**config.mk**
```make
export PLATFORM = sky130hd
export DESIGN_NAME = irq_aggregator
export DESIGN_NICKNAME = d
export VERILOG_FILES = /design/src/rtl/irqagg_pkg.sv /design/src/rtl/irqagg_sync.sv /design/src/rtl/irqagg_detect.sv /design/src/rtl/irq_aggregator.sv
export SDC_FILE = /design/constraint.sdc
export NUM_CORES = 1
export LEC_CHECK = 0
export CORE_ASPECT_RATIO = 0.75
export CORE_MARGIN = 3
export CORE_UTILIZATION = 35
export CTS_CLUSTER_SIZE = 40
export DETAILED_ROUTE_END_ITERATION = 16
export SLEW_MARGIN = 0
export SYNTH_ARGS = -nofsm -noshare
export SYNTH_HDL_FRONTEND = slang
export SYNTH_HIERARCHICAL = 1
export SYNTH_SLANG_ARGS = --single-unit
```
**constraint.sdc**
```tcl
create_clock -name clk -period 7 [get_ports clk]
set_input_delay 1.4 -clock clk [delete_from_list [all_inputs] [get_ports clk]]
set_output_delay 1.4 -clock clk [all_outputs]
set_load 0.02 [all_outputs]
```
**src/rtl/irqagg_pkg.sv**
```systemverilog
package irqagg_pkg;
    localparam int NUM_SRC   = 32;
    localparam int ADDR_W    = 6;
    localparam logic [ADDR_W-1:0] OFS_CAUSE = 6'h00;
    localparam logic [ADDR_W-1:0] OFS_SET   = 6'h08;
    localparam logic [ADDR_W-1:0] OFS_MASK  = 6'h10;
    localparam logic [ADDR_W-1:0] OFS_CTRL  = 6'h28;
    localparam int CTRL_EDGE_BIT = 3;
    localparam int CTRL_MSI_BIT  = 5;

    typedef struct packed {
        logic [NUM_SRC-1:0] cause;
        logic [NUM_SRC-1:0] mask;
        logic               edge_mode;
        logic               msi_off;
        logic               irq;
    } agg_state_t;
endpackage

```
**src/rtl/irqagg_sync.sv**
```systemverilog
module irqagg_sync #(
    parameter int WIDTH  = 32,
    parameter int STAGES = 2
) (
    input  logic             clk,
    input  logic             rst_n,
    input  logic [WIDTH-1:0] async_i,
    output logic [WIDTH-1:0] sync_o
);
    logic [STAGES-1:0][WIDTH-1:0] stage_d, stage_q;

    always_comb begin
        stage_d[0] = async_i;
        for (int i = 1; i < STAGES; i++) begin
            stage_d[i] = stage_q[i-1];
        end
    end

    always_ff @(posedge clk or negedge rst_n) begin
        if (!rst_n) stage_q <= '0;
        else        stage_q <= stage_d;
    end

    assign sync_o = stage_q[STAGES-1];
endmodule

```
**src/rtl/irqagg_detect.sv**
```systemverilog
module irqagg_detect #(
    parameter int WIDTH = 32
) (
    input  logic             clk,
    input  logic             rst_n,
    input  logic [WIDTH-1:0] sync_i,
    input  logic             edge_mode_i,
    output logic [WIDTH-1:0] hit_o
);
    logic [WIDTH-1:0] prev_d, prev_q;

    always_comb prev_d = sync_i;

    always_ff @(posedge clk or negedge rst_n) begin
        if (!rst_n) prev_q <= '0;
        else        prev_q <= prev_d;
    end

    for (genvar g = 0; g < WIDTH; g++) begin : g_bit
        assign hit_o[g] = edge_mode_i ? (sync_i[g] & ~prev_q[g]) : sync_i[g];
    end

    // edge mode: a held-high input reports only once
    AST_EDGE_ONCE: assert property (@(posedge clk) disable iff (!rst_n)
        (edge_mode_i && (hit_o != '0)) |=> !edge_mode_i || ((hit_o & $past(hit_o)) == '0));
endmodule

```
**src/rtl/irq_aggregator.sv**
```systemverilog
module irq_aggregator
    import irqagg_pkg::*;
#(
    parameter int SYNC_STAGES = 2
) (
    input  logic               clk,
    input  logic               rst_n,
    input  logic [NUM_SRC-1:0] src_i,
    input  logic               wr_en_i,
    input  logic [ADDR_W-1:0]  addr_i,
    input  logic [31:0]        wdata_i,
    output logic [31:0]        rdata_o,
    output logic               irq_o
);
    localparam logic [NUM_SRC-1:0] ALL_ONES = '1;

    agg_state_t         st_d, st_q;
    logic [NUM_SRC-1:0] src_sync;
    logic [NUM_SRC-1:0] src_hit;
    logic               wr_cause, wr_set, wr_mask, wr_ctrl;

    irqagg_sync #(.WIDTH(NUM_SRC), .STAGES(SYNC_STAGES)) u_sync (
        .clk     (clk),
        .rst_n   (rst_n),
        .async_i (src_i),
        .sync_o  (src_sync)
    );

    irqagg_detect #(.WIDTH(NUM_SRC)) u_detect (
        .clk         (clk),
        .rst_n       (rst_n),
        .sync_i      (src_sync),
        .edge_mode_i (st_q.edge_mode),
        .hit_o       (src_hit)
    );

    assign wr_cause = wr_en_i && (addr_i == OFS_CAUSE);
    assign wr_set   = wr_en_i && (addr_i == OFS_SET);
    assign wr_mask  = wr_en_i && (addr_i == OFS_MASK);
    assign wr_ctrl  = wr_en_i && (addr_i == OFS_CTRL);

    always_comb begin
        logic [NUM_SRC-1:0] keep;
        logic [NUM_SRC-1:0] setv;
        st_d = st_q;
        keep = wr_cause ? wdata_i[NUM_SRC-1:0] : ALL_ONES;
        setv = src_hit | (wr_set ? wdata_i[NUM_SRC-1:0] : '0);
        st_d.cause = (st_q.cause & keep) | setv;
        if (wr_mask) st_d.mask = wdata_i[NUM_SRC-1:0];
        if (wr_ctrl) begin
            st_d.edge_mode = wdata_i[CTRL_EDGE_BIT];
            st_d.msi_off   = wdata_i[CTRL_MSI_BIT];
        end
        st_d.irq = |(st_q.cause & ~st_q.mask);
    end

    always_ff @(posedge clk or negedge rst_n) begin
        if (!rst_n) begin
            st_q.cause     <= '0;
            st_q.mask      <= ALL_ONES;
            st_q.edge_mode <= 1'b0;
            st_q.msi_off   <= 1'b0;
            st_q.irq       <= 1'b0;
        end else begin
            st_q <= st_d;
        end
    end

    always_comb begin
        rdata_o = '0;
        case (addr_i)
            OFS_CAUSE: rdata_o[NUM_SRC-1:0] = st_q.cause;
            OFS_MASK:  rdata_o[NUM_SRC-1:0] = st_q.mask;
            OFS_CTRL: begin
                rdata_o[CTRL_EDGE_BIT] = st_q.edge_mode;
                rdata_o[CTRL_MSI_BIT]  = st_q.msi_off;
            end
            default:   rdata_o = '0;
        endcase
    end

    assign irq_o = st_q.irq;

    AST_SET_LANDS: assert property (@(posedge clk) disable iff (!rst_n)
        wr_set |=> ((st_q.cause & $past(wdata_i[NUM_SRC-1:0])) == $past(wdata_i[NUM_SRC-1:0])));
    AST_ONES_KEEP: assert property (@(posedge clk) disable iff (!rst_n)
        wr_cause |=> ((st_q.cause & $past(st_q.cause & wdata_i[NUM_SRC-1:0]))
                      == $past(st_q.cause & wdata_i[NUM_SRC-1:0])));
    AST_STICKY: assert property (@(posedge clk) disable iff (!rst_n)
        !wr_cause |=> ((st_q.cause & $past(st_q.cause)) == $past(st_q.cause)));
    AST_MASKED_QUIET: assert property (@(posedge clk) disable iff (!rst_n)
        ((st_q.cause & ~st_q.mask) == '0) |=> !irq_o);
    AST_IRQ_SOURCE: assert property (@(posedge clk) disable iff (!rst_n)
        irq_o |-> $past(st_q.cause != '0));
endmodule

```
=== Word-level counts from Yosys, hierarchy flattened ===
Index checks and enable logic that the tools add are counted.

* RAM bits: 0
* Bits in latches: 0
* ROM bits: 0
* Memories: 0
* Input bits: 73
* Word-level logic and storage cells: 125
* Register bits: 163
* Output and inout port bits: 33

* Shifts and indexed selects: 0
* Equality and inequality tests: 3
* Mux-type cells: 39
* Reduce and logical (&&, ||, !) cells: 6
* Order comparisons: 0
* Divide/modulo/power cells: 0
* Multiply operators: 0
* Bitwise operators: 69
* $add $sub $neg: 0

{| class="wikitable"
|+ Operators by type and width
! kind !! count
|-
| AND 32 bit || 2
|-
| 2-to-1 mux 32 bit || 2
|-
| bitwise OR 32 bit || 2
|-
| one-hot mux 26 bit (2 select lines) || 1
|-
| AND 1 bit || 32
|-
| 2-to-1 mux 1 bit || 32
|-
| NOT 1 bit || 32
|-
| NOT 32 bit || 1
|-
| OR reduction 32 bit || 1
|-
| equality test 6 x 4 -> 1 bit (second input constant) || 1
|-
| equality test 6 x 5 -> 1 bit (second input constant) || 1
|-
| equality test 6 bit (second input constant) || 1
|-
| zero test 6 bit || 1
|-
| one-hot mux 1 bit (3 select lines) || 2
|-
| one-hot mux 3 bit (2 select lines) || 1
|-
| logical AND 1 bit || 4
|-
| one-hot mux 1 bit (2 select lines) || 1
|}

=== Logic depth before layout (Yosys ltp) ===
Gate-level depths: netlist of the first run.

* Depth in word-level cells: 5
* Depth in mapped cells: 6
* Depth with buffers taken out: 4

=== Modules after synthesis ===
Netlist of the first run, hierarchy kept.

{| class="wikitable"
|+ By module, submodules not included
! module !! area an instance (um^2) !! sequential area each (um^2) !! instances !! cells each
|-
| irq_aggregator || 3306.9 || 1716.6 || 1 || 310
|-
| irqagg_sync || 1601.5 || 1601.5 || 1 || 64
|-
| irqagg_detect || 1187.4 || 800.8 || 1 || 67
|}

=== Least setup slack after synthesis of the first run ===
Ideal clock, no wire load.

* Kind: input to output
* From: input addr_i[2]
* To: output rdata_o[0]
* Buffers on the path: 1
* Data arrival time: 2.861 ns
* Cell stages on the path: 4
* Data required time: 5.600 ns
* Slack: 2.739 ns
* Cells stage by stage: or4_4 > nor3_1 > clkbuf_1 > a22o_1

* Word-level cells in the longest chain between the ends: 2
* Elaborated cells on any way between the ends: 3
* Those cells by class: eq/ne: 1; mux: 1; reduce/logical: 1

{| class="wikitable"
|+ Ends and longest elaborated chain
! item !! RTL line !! text
|-
| start, declared || irq_aggregator.sv:10 || <nowiki>input logic [ADDR_W-1:0] addr_i,</nowiki>
|-
| equality test 6 x 5 -> 1 bit or zero test 6 bit (tied branches) || irq_aggregator.sv:71 || <nowiki>case (addr_i)</nowiki>
|-
| one-hot mux 3 bit (2 select lines) (*) || irq_aggregator.sv:71 ||
|-
| end, declared || irq_aggregator.sv:12 || <nowiki>output logic [31:0] rdata_o,</nowiki>
|}

Every way passes the cells marked *; elsewhere a longest branch is shown, timed or not.

=== Worst setup path after layout of the first run ===
* From: input addr_i[3]
* To: output rdata_o[22]

* Word-level cells in the longest chain between the ends: 2
* Elaborated cells on any way between the ends: 3
* Those cells by class: eq/ne: 1; mux: 1; reduce/logical: 1

{| class="wikitable"
|+ Ends and longest elaborated chain
! item !! RTL line
|-
| equality test 6 x 5 -> 1 bit or zero test 6 bit (tied branches) || irq_aggregator.sv:71
|-
| one-hot mux 26 bit (2 select lines) (*) || irq_aggregator.sv:71
|}

Marks and branches as above.

==> impl_metrics.tcl, run 1 <==
set metrics [dict create \
    drc_errors 0 \
    synth_area_leaders "dfrtp_1 54%, dfstp_2 14%, a21boi_2 5.5%, mux2_1 5.5%, a22o_1 4.3%" \
    hold_depth 0 \
    r2r-start "st_q[2]" \
    p_per_area_mw_per_mm2 265 \
    clk_latency_ns 0.42 \
    max-slew-margin-rel_pct 26.0 \
    leakage_nw 3.35 \
    worst_setup_path_start_kind "primary input" \
    wl_per_cell_um 18.7 \
    first_global_vias 4166 \
    cts_hold_buf 0 \
    synth-edff-count 0 \
    layout.nets 624 \
    worst_hold_slack_ns 0.341 \
    synthCells 441 \
    synth_fp_nets 514 \
    synth.top_cell.area_share_pct 53.8 \
    endpoint_kind "output pin" \
    report.final.slew_viol_count 0 \
    grt_util_met3_pct 4.44 \
    synth_area_leader_cell "dfrtp_1" \
    tritoncts "done" \
    power.total_mw 2.10 \
    period_needed_ns 5.77 \
    fp.dieH_um 120 \
    min_from "u_sync/stage_d[32]" \
    cts_setup_buffers 0 \
    n_antenna_cell 0 \
    cts_root_buffer "clkbuf_16" \
    grt_setup_unrepaired "false" \
    max_cap_viol_count 0 \
    status "finished clean" \
    vdd_drop_max_uv 151 \
    yosys-top-cells-count "131 x dfrtp_1, 34 x inv_1, 34 x nor3_1" \
    die_width_um 158 \
    grt_overflow 0 \
    gp_congestion 0.822 \
    setup_viol_count_final 0 \
    ant_nets 0 \
    post-route-util_pct 46.9 \
    dp_slack_ns 1.24 \
    ys_seq_area_share_pct 67.6 \
    antenna_found_initial 0 \
    path_clk_slew_ns 0.06 \
    use_met2_pct 24.6 \
    fill_cells 1515 \
    routed_wl_um 14500 \
    dr.pass1.iters 4 \
    grtUsageTotal_pct 15.8 \
    synth_seq_cells 163 \
    post-dp-hpwl_um 9600 \
    area_growth_pct 30.3 \
    design.core.area_mm2 0.0169 \
    io_pins 106 \
    synth_warnings 6 \
    required_ns 5.60 \
    ctsResizeCount 0 \
    hold_violations 0 \
    htreeDepth 4 \
    worstSetupPathType "primary input to output pin" \
    timing.final.crit_share_pct 82.5 \
    clockBufferDepth 2 \
    fp-row-count 41 \
    final.setup.tns_ns 0 \
    busiest_layer "met2" \
    clock_sinks 163 \
    synth_area_mm2 0.00610 \
    cts_buffers 17 \
    drt_first_iter_violations 177 \
    post-synth-top-count-cell "dfrtp_1" \
    grt_pass1_wl_um 22700 \
    tightest_slew_ns 1.11 \
    worst_hold_path_type "flip-flop to flip-flop" \
    path_max_fanout 18 \
    synth_cell_types 25 \
    reg2reg_slack_ns 5.05 \
    use_met1_pct 21.7 \
    io_buffers 105 \
    vias_per_cell 5.01 \
    skew_ns 0.0118 \
    worst_slack_ns 1.23 \
    worstSetupStartpoint "addr_i[3]" \
    crit_arrival_ns 4.37 \
    ff2ff_path_depth 3 \
    layout-drive-gt1-share_pct 18.8 \
    avgSynthCellArea_um2 13.8 \
    synthFlopType "dfrtp_1" \
    fmax_mhz 173 \
    dieArea_mm2 0.0191 \
    route.vias.total 3895 \
    ys_async_sr_fraction_pct 100 \
    grt_max_degree 97 \
    initial_core_util_pct 36.0 \
]
where the power goes:
group,switching [mW],internal [mW],leakage (nW),total (mW)
Sequential,0.0499,1.02,1.77,1.07
Clock,0.356,0.550,0.278,0.906
Combinational,0.0576,0.0717,1.31,0.129
state kept, by name (all words and copies together) (netlist names):
name / cells
st_q: 66
u_detect/prev_q: 32
u_sync/stage_d: 32
u_sync/sync_o: 32
irq_o: 1
layout by cell type (no fill, tap or decap), drive strengths merged:
master	instances
nand4	1
clkinv	4
and4b	1
inv	34
a22o	30
clkinvlp	3
o22ai	16
nor3b	1
bufinv	2
clkbuf	22
dfstp	32
or4	1
a211oi	32
a21boi	32
nor4	4
nand2	2
and4	1
nand4b	1
clkdlybuf4s50	104
a222oi	2
nor3	34
buf	6
nor2	33
mux2	34
dfrtp	131
through the flow:
step / cells / cell area [um2]
CTS: 778 / 7940
global placement: 747 / 7360
finish: 778 / 7940
global route: 778 / 7940
floorplan: 441 / 6100
detailed placement: 747 / 7360
layout make-up:
cell class                 count  area, um2  share of cell area (%)
tap                          215        269                    3.39
multi-input combinational    225       1760                    22.1
clock buffer                  22        474                    5.97
timing repair buffer         110       1090                    13.7
sequential                   163       4120                    51.9
inverter                      34        128                    1.61
clock inverter                 9        106                    1.34
critical path, cell delays in order:
cell and delay (ns):
clkdlybuf4s50_1 0.46, or4_4 0.57, nor3b_4 0.73, buf_4 0.40, a22o_1 0.19, clkdlybuf4s50_1 0.61
path summary, 6_finish.rpt:
| kind | to |
|---|---|
| max in group asynchronous | u_sync/stage_d[32] |
| setup reg to reg | st_q[37] |
| min in group asynchronous | u_sync/stage_d[46] |
| setup / recovery | rdata_o[22] |
| hold reg to reg | u_sync/sync_o[0] |
| hold / removal | u_sync/sync_o[0] |
cell families (layout without fill, tap and decap cells):
kind of cell	count (synthesis)	in the layout	synth area share, %
DFF	163	163	67.6
AOI/OAI and AO/OA	112	112	16.0
and+or+nand+nor	79	79	6.45
buffers and inverters	53	175	3.69
muxes	34	34	6.28
per-layer routing:
metal  up-vias  routed length (um)  share of wire, %
li1       1807                   -                 -
met4         0                 139              0.96
met3        12                 900               6.2
met5         -                   0                 0
met1      1968                6740                46
met2       108                6750                46
Power figures use the tool's default switching activity.
==> inputs of run 2 (changes only) <==
==> constraint.sdc (replaced) <==
create_clock -name clk -period 5.3 [get_ports clk]
set_input_delay 1.06 -clock clk [delete_from_list [all_inputs] [get_ports clk]]
set_output_delay 1.06 -clock clk [all_outputs]
set_load 0.02 [all_outputs]
==> run 2 against run 1 <==
First-iteration DRC count rose by 50%. Non-clock buffer count rose by 1. Global-route usage fell by 0.066 points. Power rose by 36%. Critical endpoint is now rdata_o[31]. Largest cell class unchanged. Largest power group unchanged.
==> impl_metrics.tcl, run 2 (same netlist as run 1, synthesis figures left out) <==
set metrics [dict create \
    cpMostUsedCell "clkdlybuf4s50_1" \
    ant_nets 0 \
    first_global_vias 4267 \
    layout.nets 625 \
    endpoint_kind "output pin" \
    design.core.area_mm2 0.0169 \
    grtUsageTotal_pct 15.8 \
    tritoncts "done" \
    max_cap_viol_count 0 \
    worstSetupPathType "primary input to output pin" \
    grt_max_degree 60 \
    n_antenna_cell 0 \
    reg2reg_slack_ns 3.35 \
    dieArea_mm2 0.0191 \
    tightest_slew_ns 1.08 \
    path_clk_slew_ns 0.06 \
    cpLargestDelayFamily "buffers and inverters" \
    cts_root_buffer "clkbuf_16" \
    vdd_drop_max_uv 167 \
    grt_setup_unrepaired "false" \
    layout_common_cells "130 x dfrtp_1, 104 x clkdlybuf4s50_1, 34 x inv_1" \
    drt_first_iter_violations 265 \
    report.final.slew_viol_count 0 \
    initial_core_util_pct 36.0 \
    cts_hold_buf 0 \
    cp_cell_sequence "clkdlybuf4s50_1 > or4_4 > nor3b_4 > buf_4 > a22o_1 > clkdlybuf4s50_1" \
    cpMaxStageDelayCell "clkdlybuf4s50_1" \
    dr.pass1.iters 4 \
    fill_cells 1505 \
    gp_congestion 0.773 \
    p_per_area_mw_per_mm2 357 \
    vias_per_cell 5.05 \
    routed_wl_um 14300 \
    fmax_mhz 214 \
    cp_num_buf_inv 3 \
    max_stage_delay_ns 0.62 \
    timing.final.crit_share_pct 88.0 \
    final_common_cell "dfrtp_1" \
    layout-drive-gt1-share_pct 19.3 \
    fp.dieH_um 120 \
    clock_sinks 163 \
    period_needed_ns 4.66 \
    io_buffers 105 \
    antenna_found_initial 0 \
    clockBufferDepth 2 \
    worst_setup_path_start_kind "primary input" \
    clk_latency_ns 0.42 \
    grt_overflow 0 \
    max-slew-margin-rel_pct 27.9 \
    final.setup.tns_ns 0 \
    ctsResizeCount 0 \
    path_max_fanout 33 \
    required_ns 4.24 \
    worst_hold_path_type "flip-flop to flip-flop" \
    fp-row-count 41 \
    io_pins 106 \
    cts_buffers 17 \
    top_register "st_q" \
    route.vias.total 3936 \
    grt_pass1_wl_um 22700 \
    drc_errors 0 \
    crit_arrival_ns 3.60 \
    cts_setup_buffers 0 \
    post-dp-hpwl_um 9440 \
    hold_violations 0 \
    largest_reg_flops 66 \
    status "finished clean" \
    die_width_um 158 \
    htreeDepth 4 \
    area_growth_pct 31.1 \
    setup_viol_count_final 0 \
    wl_per_cell_um 18.3 \
    worst_hold_slack_ns 0.344 \
    skew_ns 0.00950 \
    leakage_nw 3.38 \
]
-- run 2: cell count changes in the layout (fill, tap and decap cells not counted) --
cell	before	now
inv_6	0	2
clkinv_2	3	2
clkbuf_1	2	1
buf_4	5	6
bufinv_16	2	3
-- run 2: area by class of cell --
class	instances	area (um2)	area share [%]
sequential	163	4120	51.6
multi-input combinational	225	1760	22.0
timing repair buffer	111	1100	13.7
clock buffer	21	470	5.89
tap	215	269	3.37
clock inverter	11	149	1.86
inverter	34	128	1.60
-- run 2: layer usage --
metal	GRT usage, %	wire, um	vias up
met5	0	0	-
met4	5.59	221	0
met3	5.19	962	23
met2	24.6	6760	113
met1	20.7	6340	1988
li1	-	-	1812
-- run 2: path summary, 6_finish.rpt --
kind,startpoint,to,cells past startpoint
max,addr_i[3],rdata_o[31],6
max reg2reg,st_q[2],st_q[38],3
max in group asynchronous,rst_n,u_detect/prev_q[17],2
min,u_sync/stage_d[61],u_sync/sync_o[29],0
min reg2reg,u_sync/stage_d[61],u_sync/sync_o[29],0
min in group asynchronous,rst_n,u_sync/sync_o[3],1
-- run 2: per-stage QoR --
stage / cells / worst slack, ns / cell area [um2] / total power [mW] / utilization, %
floorplan: 441 / 1.72 / 6100 / 1.48 / -
global placement: 748 / 0.741 / 7370 / 1.59 / 43.5
detailed placement: 748 / 0.654 / 7370 / 1.60 / 43.5
CTS: 780 / 0.640 / 7990 / 2.89 / 47.2
global route: 780 / 0.504 / 7990 / 2.97 / 47.2
finish: 780 / 0.637 / 7990 / 2.85 / 47.2
-- run 2: report_power, final --
group / switching (mW) / internal (mW) / total (mW)
logic: 0.0762 / 0.0952 / 0.171
registers: 0.0629 / 1.34 / 1.41
clock network: 0.492 / 0.781 / 1.27
total: 0.631 / 2.22 / 2.85
